**config.mk**
```make
export PLATFORM = sky130hd
export DESIGN_NAME = usb_evt_flags
export DESIGN_NICKNAME = d
export VERILOG_FILES = /design/src/rtl/usb_evt_pkg.sv /design/src/rtl/usb_frame_timer.sv /design/src/rtl/usb_evt_ctrl.sv /design/src/rtl/usb_evt_dp.sv /design/src/rtl/usb_evt_flags.sv
export SDC_FILE = /design/constraint.sdc
export NUM_CORES = 1
export LEC_CHECK = 0
export BUFFER_PORTS_ARGS = -buffer_cell sky130_fd_sc_hd__buf_4
export CORE_MARGIN = 1
export CORE_UTILIZATION = 57
export DETAILED_ROUTE_END_ITERATION = 12
export PLACE_DENSITY = 0.93
export SLEW_MARGIN = 30
export SYNTH_ARGS = -nofsm -noshare
export SYNTH_HDL_FRONTEND = slang
export SYNTH_HIERARCHICAL = 1
export SYNTH_SLANG_ARGS = --single-unit
```
**constraint.sdc**
```tcl
create_clock -name clk -period 4.2 [get_ports clk]
set_clock_uncertainty 0.2 [all_clocks]
set_input_delay 0.63 -clock clk [delete_from_list [all_inputs] [get_ports clk]]
set_output_delay 0.63 -clock clk [all_outputs]
set_load 0.005 [all_outputs]
```
**src/rtl/usb_evt_pkg.sv**
```systemverilog
package usb_evt_pkg;
  localparam int FLAG_W  = 4;
  localparam int SUS_BIT = 0;
  localparam int RSU_BIT = 1;
  localparam int RST_BIT = 2;
  localparam int SOF_BIT = 3;

  typedef struct packed {
    logic setSof;
    logic setRst;
    logic setRsu;
    logic setSus;
    logic clrAll;
  } evtStrb_t;
endpackage

```
**src/rtl/usb_frame_timer.sv**
```systemverilog
module usb_frame_timer #(
  parameter int FRAME_TICKS = 12000,
  parameter int TOL_TICKS   = 8
) (
  input  logic clk,
  input  logic rstN,
  input  logic sofTok,
  output logic sofEvt
);
  localparam int CNT_W = $clog2(FRAME_TICKS + 2 * TOL_TICKS + 1);
  localparam logic [CNT_W-1:0] LIMIT_C = CNT_W'(FRAME_TICKS + TOL_TICKS - 1);
  localparam logic [CNT_W-1:0] RELOAD_C = CNT_W'(TOL_TICKS);
  localparam logic [CNT_W-1:0] GUARD_END_C = CNT_W'(2 * TOL_TICKS - 1);

  logic [CNT_W-1:0] cnt;
  logic running;
  logic guard;
  logic synthFire;

  always_comb begin
    synthFire = running && !sofTok && (cnt == LIMIT_C);
    sofEvt    = (sofTok && !guard) || synthFire;
  end

  always_ff @(posedge clk or negedge rstN) begin
    if (!rstN) begin
      cnt     <= '0;
      running <= 1'b0;
      guard   <= 1'b0;
    end else if (sofTok) begin
      running <= 1'b1;
      cnt     <= '0;
      guard   <= 1'b0;
    end else if (synthFire) begin
      cnt   <= RELOAD_C;
      guard <= 1'b1;
    end else if (running) begin
      cnt <= cnt + 1'b1;
      if (guard && cnt == GUARD_END_C) guard <= 1'b0;
    end
  end


  late_tok_muted_chk: assert property (@(posedge clk) disable iff (!rstN)
    synthFire |=> !sofEvt);


  idle_quiet_chk: assert property (@(posedge clk) disable iff (!rstN)
    (!running && !sofTok) |=> !synthFire);
endmodule

```
**src/rtl/usb_evt_ctrl.sv**
```systemverilog
module usb_evt_ctrl
  import usb_evt_pkg::*;
#(
  parameter int ADDR_W      = 8,
  parameter int REG_ADDR    = 6,
  parameter int FRAME_TICKS = 12000,
  parameter int TOL_TICKS   = 8
) (
  input  logic              clk,
  input  logic              rstN,
  input  logic              sofTok,
  input  logic              busRst,
  input  logic              resumeDet,
  input  logic              suspendDet,
  input  logic              suspEn,
  input  logic              suspended,
  input  logic              rdStb,
  input  logic [ADDR_W-1:0] rdAddr,
  output evtStrb_t          strb
);
  localparam logic [ADDR_W-1:0] HIT_ADDR = ADDR_W'(REG_ADDR);

  logic sofEvt;

  usb_frame_timer #(
    .FRAME_TICKS(FRAME_TICKS),
    .TOL_TICKS  (TOL_TICKS)
  ) u_timer (
    .clk   (clk),
    .rstN  (rstN),
    .sofTok(sofTok),
    .sofEvt(sofEvt)
  );

  always_comb begin
    strb.setSof = sofEvt;
    strb.setRst = busRst;
    strb.setRsu = resumeDet && suspended;
    strb.setSus = suspendDet && suspEn;
    strb.clrAll = rdStb && (rdAddr == HIT_ADDR);
  end
endmodule

```
**src/rtl/usb_evt_dp.sv**
```systemverilog
module usb_evt_dp
  import usb_evt_pkg::*;
#(
  parameter int DATA_W = 8
) (
  input  logic              clk,
  input  logic              rstN,
  input  evtStrb_t          strb,
  output logic [FLAG_W-1:0] flagsQ,
  output logic [DATA_W-1:0] rdData,
  output logic              irq
);
  logic [FLAG_W-1:0] setVec;

  always_comb begin
    setVec          = '0;
    setVec[SOF_BIT] = strb.setSof;
    setVec[RST_BIT] = strb.setRst;
    setVec[RSU_BIT] = strb.setRsu;
    setVec[SUS_BIT] = strb.setSus;
  end

  always_ff @(posedge clk or negedge rstN) begin
    if (!rstN) flagsQ <= '0;
    else       flagsQ <= (strb.clrAll ? '0 : flagsQ) | setVec;
  end

  always_comb begin
    rdData = strb.clrAll ? DATA_W'(flagsQ) : '0;
    irq    = |flagsQ;
  end


  clr_empties_chk: assert property (@(posedge clk) disable iff (!rstN)
    (strb.clrAll && setVec == '0) |=> flagsQ == '0);


  keep_on_clear_chk: assert property (@(posedge clk) disable iff (!rstN)
    (strb.clrAll && strb.setSus) |=> flagsQ[SUS_BIT]);


  irq_cause_chk: assert property (@(posedge clk) disable iff (!rstN)
    $rose(irq) |-> $past(setVec != '0));
endmodule

```
**src/rtl/usb_evt_flags.sv**
```systemverilog
module usb_evt_flags
  import usb_evt_pkg::*;
#(
  parameter int ADDR_W      = 8,
  parameter int DATA_W      = 8,
  parameter int REG_ADDR    = 6,
  parameter int FRAME_TICKS = 12000,
  parameter int TOL_TICKS   = 8
) (
  input  logic              clk,
  input  logic              rstN,
  input  logic              sofTok,
  input  logic              busRst,
  input  logic              resumeDet,
  input  logic              suspendDet,
  input  logic              suspEn,
  input  logic              suspended,
  input  logic              rdStb,
  input  logic [ADDR_W-1:0] rdAddr,
  output logic [DATA_W-1:0] rdData,
  output logic              irq
);
  evtStrb_t          strb;
  logic [FLAG_W-1:0] flagsQ;

  usb_evt_ctrl #(
    .ADDR_W     (ADDR_W),
    .REG_ADDR   (REG_ADDR),
    .FRAME_TICKS(FRAME_TICKS),
    .TOL_TICKS  (TOL_TICKS)
  ) u_ctrl (
    .clk       (clk),
    .rstN      (rstN),
    .sofTok    (sofTok),
    .busRst    (busRst),
    .resumeDet (resumeDet),
    .suspendDet(suspendDet),
    .suspEn    (suspEn),
    .suspended (suspended),
    .rdStb     (rdStb),
    .rdAddr    (rdAddr),
    .strb      (strb)
  );

  usb_evt_dp #(
    .DATA_W(DATA_W)
  ) u_dp (
    .clk   (clk),
    .rstN  (rstN),
    .strb  (strb),
    .flagsQ(flagsQ),
    .rdData(rdData),
    .irq   (irq)
  );


  upper_zero_chk: assert property (@(posedge clk) disable iff (!rstN)
    rdData[DATA_W-1:FLAG_W] == '0);


  resume_gate_chk: assert property (@(posedge clk) disable iff (!rstN)
    $rose(flagsQ[RSU_BIT]) |-> $past(suspended));


  suspend_gate_chk: assert property (@(posedge clk) disable iff (!rstN)
    $rose(flagsQ[SUS_BIT]) |-> $past(suspEn));
endmodule

```
# After elaboration in Yosys (flattened, before gate mapping)
# Index checks and enable logic that the tools add are counted.
[classes]
reduce_logical = 14
div_mod_pow = 0
shift = 0
eq_ne = 3
n_lt_le_gt_ge = 0
mul = 0
n_bitwise = 1
add_sub_neg = 1
mux = 9
[ops]
columns = ["operator", "n"]
rows = [
  ["14-bit two-way mux", 3],
  ["14-bit by 1-bit adder with 14-bit output, second input constant", 1],
  ["14-bit equality test, second input constant", 1],
  ["14-bit by 4-bit equality test with 1-bit output, second input constant", 1],
  ["8-bit by 3-bit equality test with 1-bit output, second input constant", 1],
  ["4-bit two-way mux", 2],
  ["1-bit logical AND", 7],
  ["3-bit nonzero test", 2],
  ["1-bit two-way mux", 4],
  ["4-bit bitwise OR", 1],
  ["4-bit OR reduction", 1],
  ["1-bit logical NOT", 2],
  ["2-bit AND reduction", 1],
  ["1-bit logical OR", 1],
]
[totals]
rom_bits = 0
mem_bits_rw = 0
latch_bits = 0
output_inout_bits = 9
mem_count = 0
inputBits = 17
reg_bits = 20
elab_cells = 32

# Logic depth before layout (Yosys ltp)
[logic_depth]
ltp_word = 6
mapped_depth = 8
mapped_depth_nobuf = 6

# By module
# The synthesis kept the hierarchy.
[by_module_without_submodules]
columns = ["mod", "cells_per_inst", "n_inst", "seq_area_each_um2", "area_each_um2"]
rows = [
  ["usb_frame_timer", 90, 1, 400.4, 899.6],
  ["usb_evt_dp", 19, 1, 100.1, 202.7],
  ["usb_evt_ctrl", 7, 1, 0.0, 60.1],
]

# Least setup slack after synthesis
# OpenSTA, ideal clock, no wires.
[synth_timing]
kind = "in2out"
from = "input rdAddr[5]"
to = "output rdData[1]"
setup_slack_ns = 2.112
path_buffers = 0
cell_stages = 3
t_required_ns = 3.370
arrival_ns = 1.258
cell_sequence = "nor4b_2 -> and4b_1 -> and2_2"
[synth_lines]
columns = ["item", "line_no", "source"]
rows = [
  ["start: declaration", "usb_evt_flags.sv:19", "input logic [ADDR_W-1:0] rdAddr,"],
  ["end: declaration", "usb_evt_flags.sv:20", "output logic [DATA_W-1:0] rdData,"],
]

==> run metrics <==
run status=finished, final reports clean; Max-cap violations=0; register area=500.5 um^2; DRC violations left=0; Vias/cell=between 5 and 6; sequential fraction of the synthesis area=between 40% and 50%; Post-synth EDFFs=0; global placement routability congestion=0.9282; clock latency on the worst-skew pair=0.30 ns; GRT Total Usage=25.99%; ys flop type=dfrtp_1; worst hold start=busRst; total die area=0.002224 mm^2; Final setup viols=0; CTS Root Cell=clkbuf_4; final hold violations=0; maximum number of pins on one net before global-route repair=21; Setup Crit Path Kind=register to register; cts bufs inserted=3; Mapped Avg Cell Area=10.02 um^2; top cells by area, synth=dfrtp_1 (43%), buf_4 (3.9%), xor2_1 (3.8%), a21o_1 (3.2%), nand4_1 (3.2%); share of cells above drive strength 1=22.79%; Netlist Area Pre-Place=about 0.0012 mm^2; r2r worst-path depth=5; CTS tree=done; setup repair after global routing missed its margin=false; Synth top cells by count=dfrtp_1 (20), nor2_1 (10), nand2_1 (8), buf_4 (6), nand4_1 (6); count of input and output buffers=21; Overall Power=381.6 uW; die span in x=47.16 um; num rows=15; Seq cells post-synth=20; core region area=0.001821 mm^2; worst slack at placement=1.867 ns; final WL=2.418 mm; # fillers=between 100 and 150; CP startpoint kind=register; Hold Crit Class=input port to register; static leakage=0.0005977 uW; first-pass GRT wire length=3.939 mm; Crit Reg-Reg Endpoint=u_dp/flagsQ[3]; Post-Layout Cell Count=161; min cycle time layout=2.359 ns; CP endpoint kind=register; setup ws final=1.841 ns; Reg clk slew, reported paths=between 0.1 and 0.15 ns; Netlist cell types=40; Worst R2R Start=u_ctrl/u_timer/cnt[4]; setup TNS=0 ns; CTS max path bufs=2; most common cell in the netlist=dfrtp_1; Iteration-0 DRC Markers=52; Synth Instances=116; vias=939; router iterations before antenna repair=4; # IOs=26; cts repair resizes=0; hold depth=2; Detailed Place HPWL=1.837 mm; reg-to-reg slack, setup=1.84 ns; initial antenna violation count=0; worst path required time=4.24 ns; Area Growth Syn to Fin=17.12%; period utilization=56.16%; Die Height=47.16 um; vias in the first global route=941; WHS=between 0.3 and 0.4 ns; Layout Nets=around 160; Synth top area share=between 40% and 50%; Ys Warns=6; CP arrival=2.40 ns; WHS Endpoint=u_dp/flagsQ[2]; routed length per instance=~15 um; worst vdd rail ir drop=0.2413 mV; gr ovfl total=0; top cell type by total area after synthesis=dfrtp_1; multi-input logic area=601.8 um^2; pwr/cell area=roughly 280 mW/mm^2; H-tree depth=1; Starting Density=63.85%; Slew Limit Fails=0; worst-path fanout max=10; CTS sink count=20; asr flop ratio synth=100.0%; antenna cell count=0; Slew headroom=64.56%; Max Fclk=between 400 and 500 MHz; antenna-violating nets left=0; Least-Margin Pin Slew=between 0.5 and 0.6 ns; Inst Count DP=156
## stage by stage
stage          area [um^2]  utilization [%]
2_1_floorplan         1174                -
3_3_place_gp          1299            71.34
3_5_place_dp          1299            71.34
4_1_cts               1361            74.78
5_1_grt               1361            74.78
6_report              1361            74.78
## state kept, by name (all words and copies together), names as in the netlist
name,count
u_ctrl/u_timer/running,1
u_ctrl/u_timer/cnt,14
u_dp/flagsQ,4
u_ctrl/u_timer/guard,1
## area by class of cell
| type | count | share of cell area, % |
|---|---|---|
| Clock inverter | 1 | 2.206 |
| Sequential cell | 20 | 36.76 |
| Clock buffer | 3 | 1.654 |
| Multi-Input combinational cell | 88 | 44.21 |
| Tap cell | 25 | 2.298 |
| Inverter | 2 | 0.5515 |
| Timing Repair Buffer | 22 | 12.32 |
## report_power, final
part / switching, uW / internal [uW]
Sequential: 4.49 / 195
Clock: 55.9 / 96.5
Combinational: 13.9 / 15.8
## cells in the final DEF (no fill, tap or decap), types with 2 or more instances in the layout
| master | n |
|---|---|
| nor4_1 | 4 |
| clkbuf_4 | 3 |
| xnor2_1 | 3 |
| nor4b_1 | 3 |
| nand4_1 | 6 |
| and2_1 | 5 |
| nand2_1 | 8 |
| buf_4 | 21 |
| inv_1 | 2 |
| o31ai_1 | 4 |
| conb_1 | 4 |
| nor2_1 | 10 |
| o21a_1 | 2 |
| a21o_1 | 5 |
| xor2_1 | 5 |
| dfrtp_1 | 20 |
| a21oi_1 | 2 |
| ha_1 | 2 |
| nor3_1 | 2 |
| or4_1 | 2 |
| and3_1 | 3 |
## worst max path at each step
stage | from | end | depth (start not counted)
6_report | u_ctrl/u_timer/cnt[4] | u_dp/flagsQ[3] | 5
5_1_grt | u_ctrl/u_timer/cnt[4] | u_dp/flagsQ[3] | 5
4_1_cts | u_ctrl/u_timer/cnt[4] | u_dp/flagsQ[3] | 5
3_5_place_dp | rdAddr[5] | rdData[1] | 5
3_3_place_gp | rdAddr[5] | rdData[1] | 5
2_1_floorplan | rdAddr[5] | rdData[1] | 3
## worst max-delay path, stage by stage (launching register included)
cell	delay (ns)
dfrtp_1	0.47
or3_4	0.42
nor4_4	0.50
a21o_1	0.40
a21boi_2	0.22
a21o_1	0.09
## per-layer routing
metal / vias up / share of wire (%) / track usage [%]
met5: - / 0 / 0
met4: 0 / 1.6 / 9.143
met3: 6 / 5.5 / 7.692
met2: 48 / 50 / 45.28
met1: 432 / 43 / 30.45
li1: 453 / - / -
## kinds of logic after synthesis
group / after synthesis / synth area share (%)
buffers and inverters: 11 / 6.136
DFF: 20 / 43.06
and+or+nand+nor: 53 / 28.42
other: 1 / 0.3226
AOI/OAI and AO/OA: 21 / 13.89
adders and majority gates: 2 / 2.153
xor gates and xnor gates: 8 / 6.028
## repair_timing
| item | in CTS | in global routing |
|---|---|---|
| hold buffers | 1 | 0 |
| endpoints found under the hold margin | 20 | 0 |
| buffers inserted | 0 | 0 |
(Power assumes the default switching activity.)
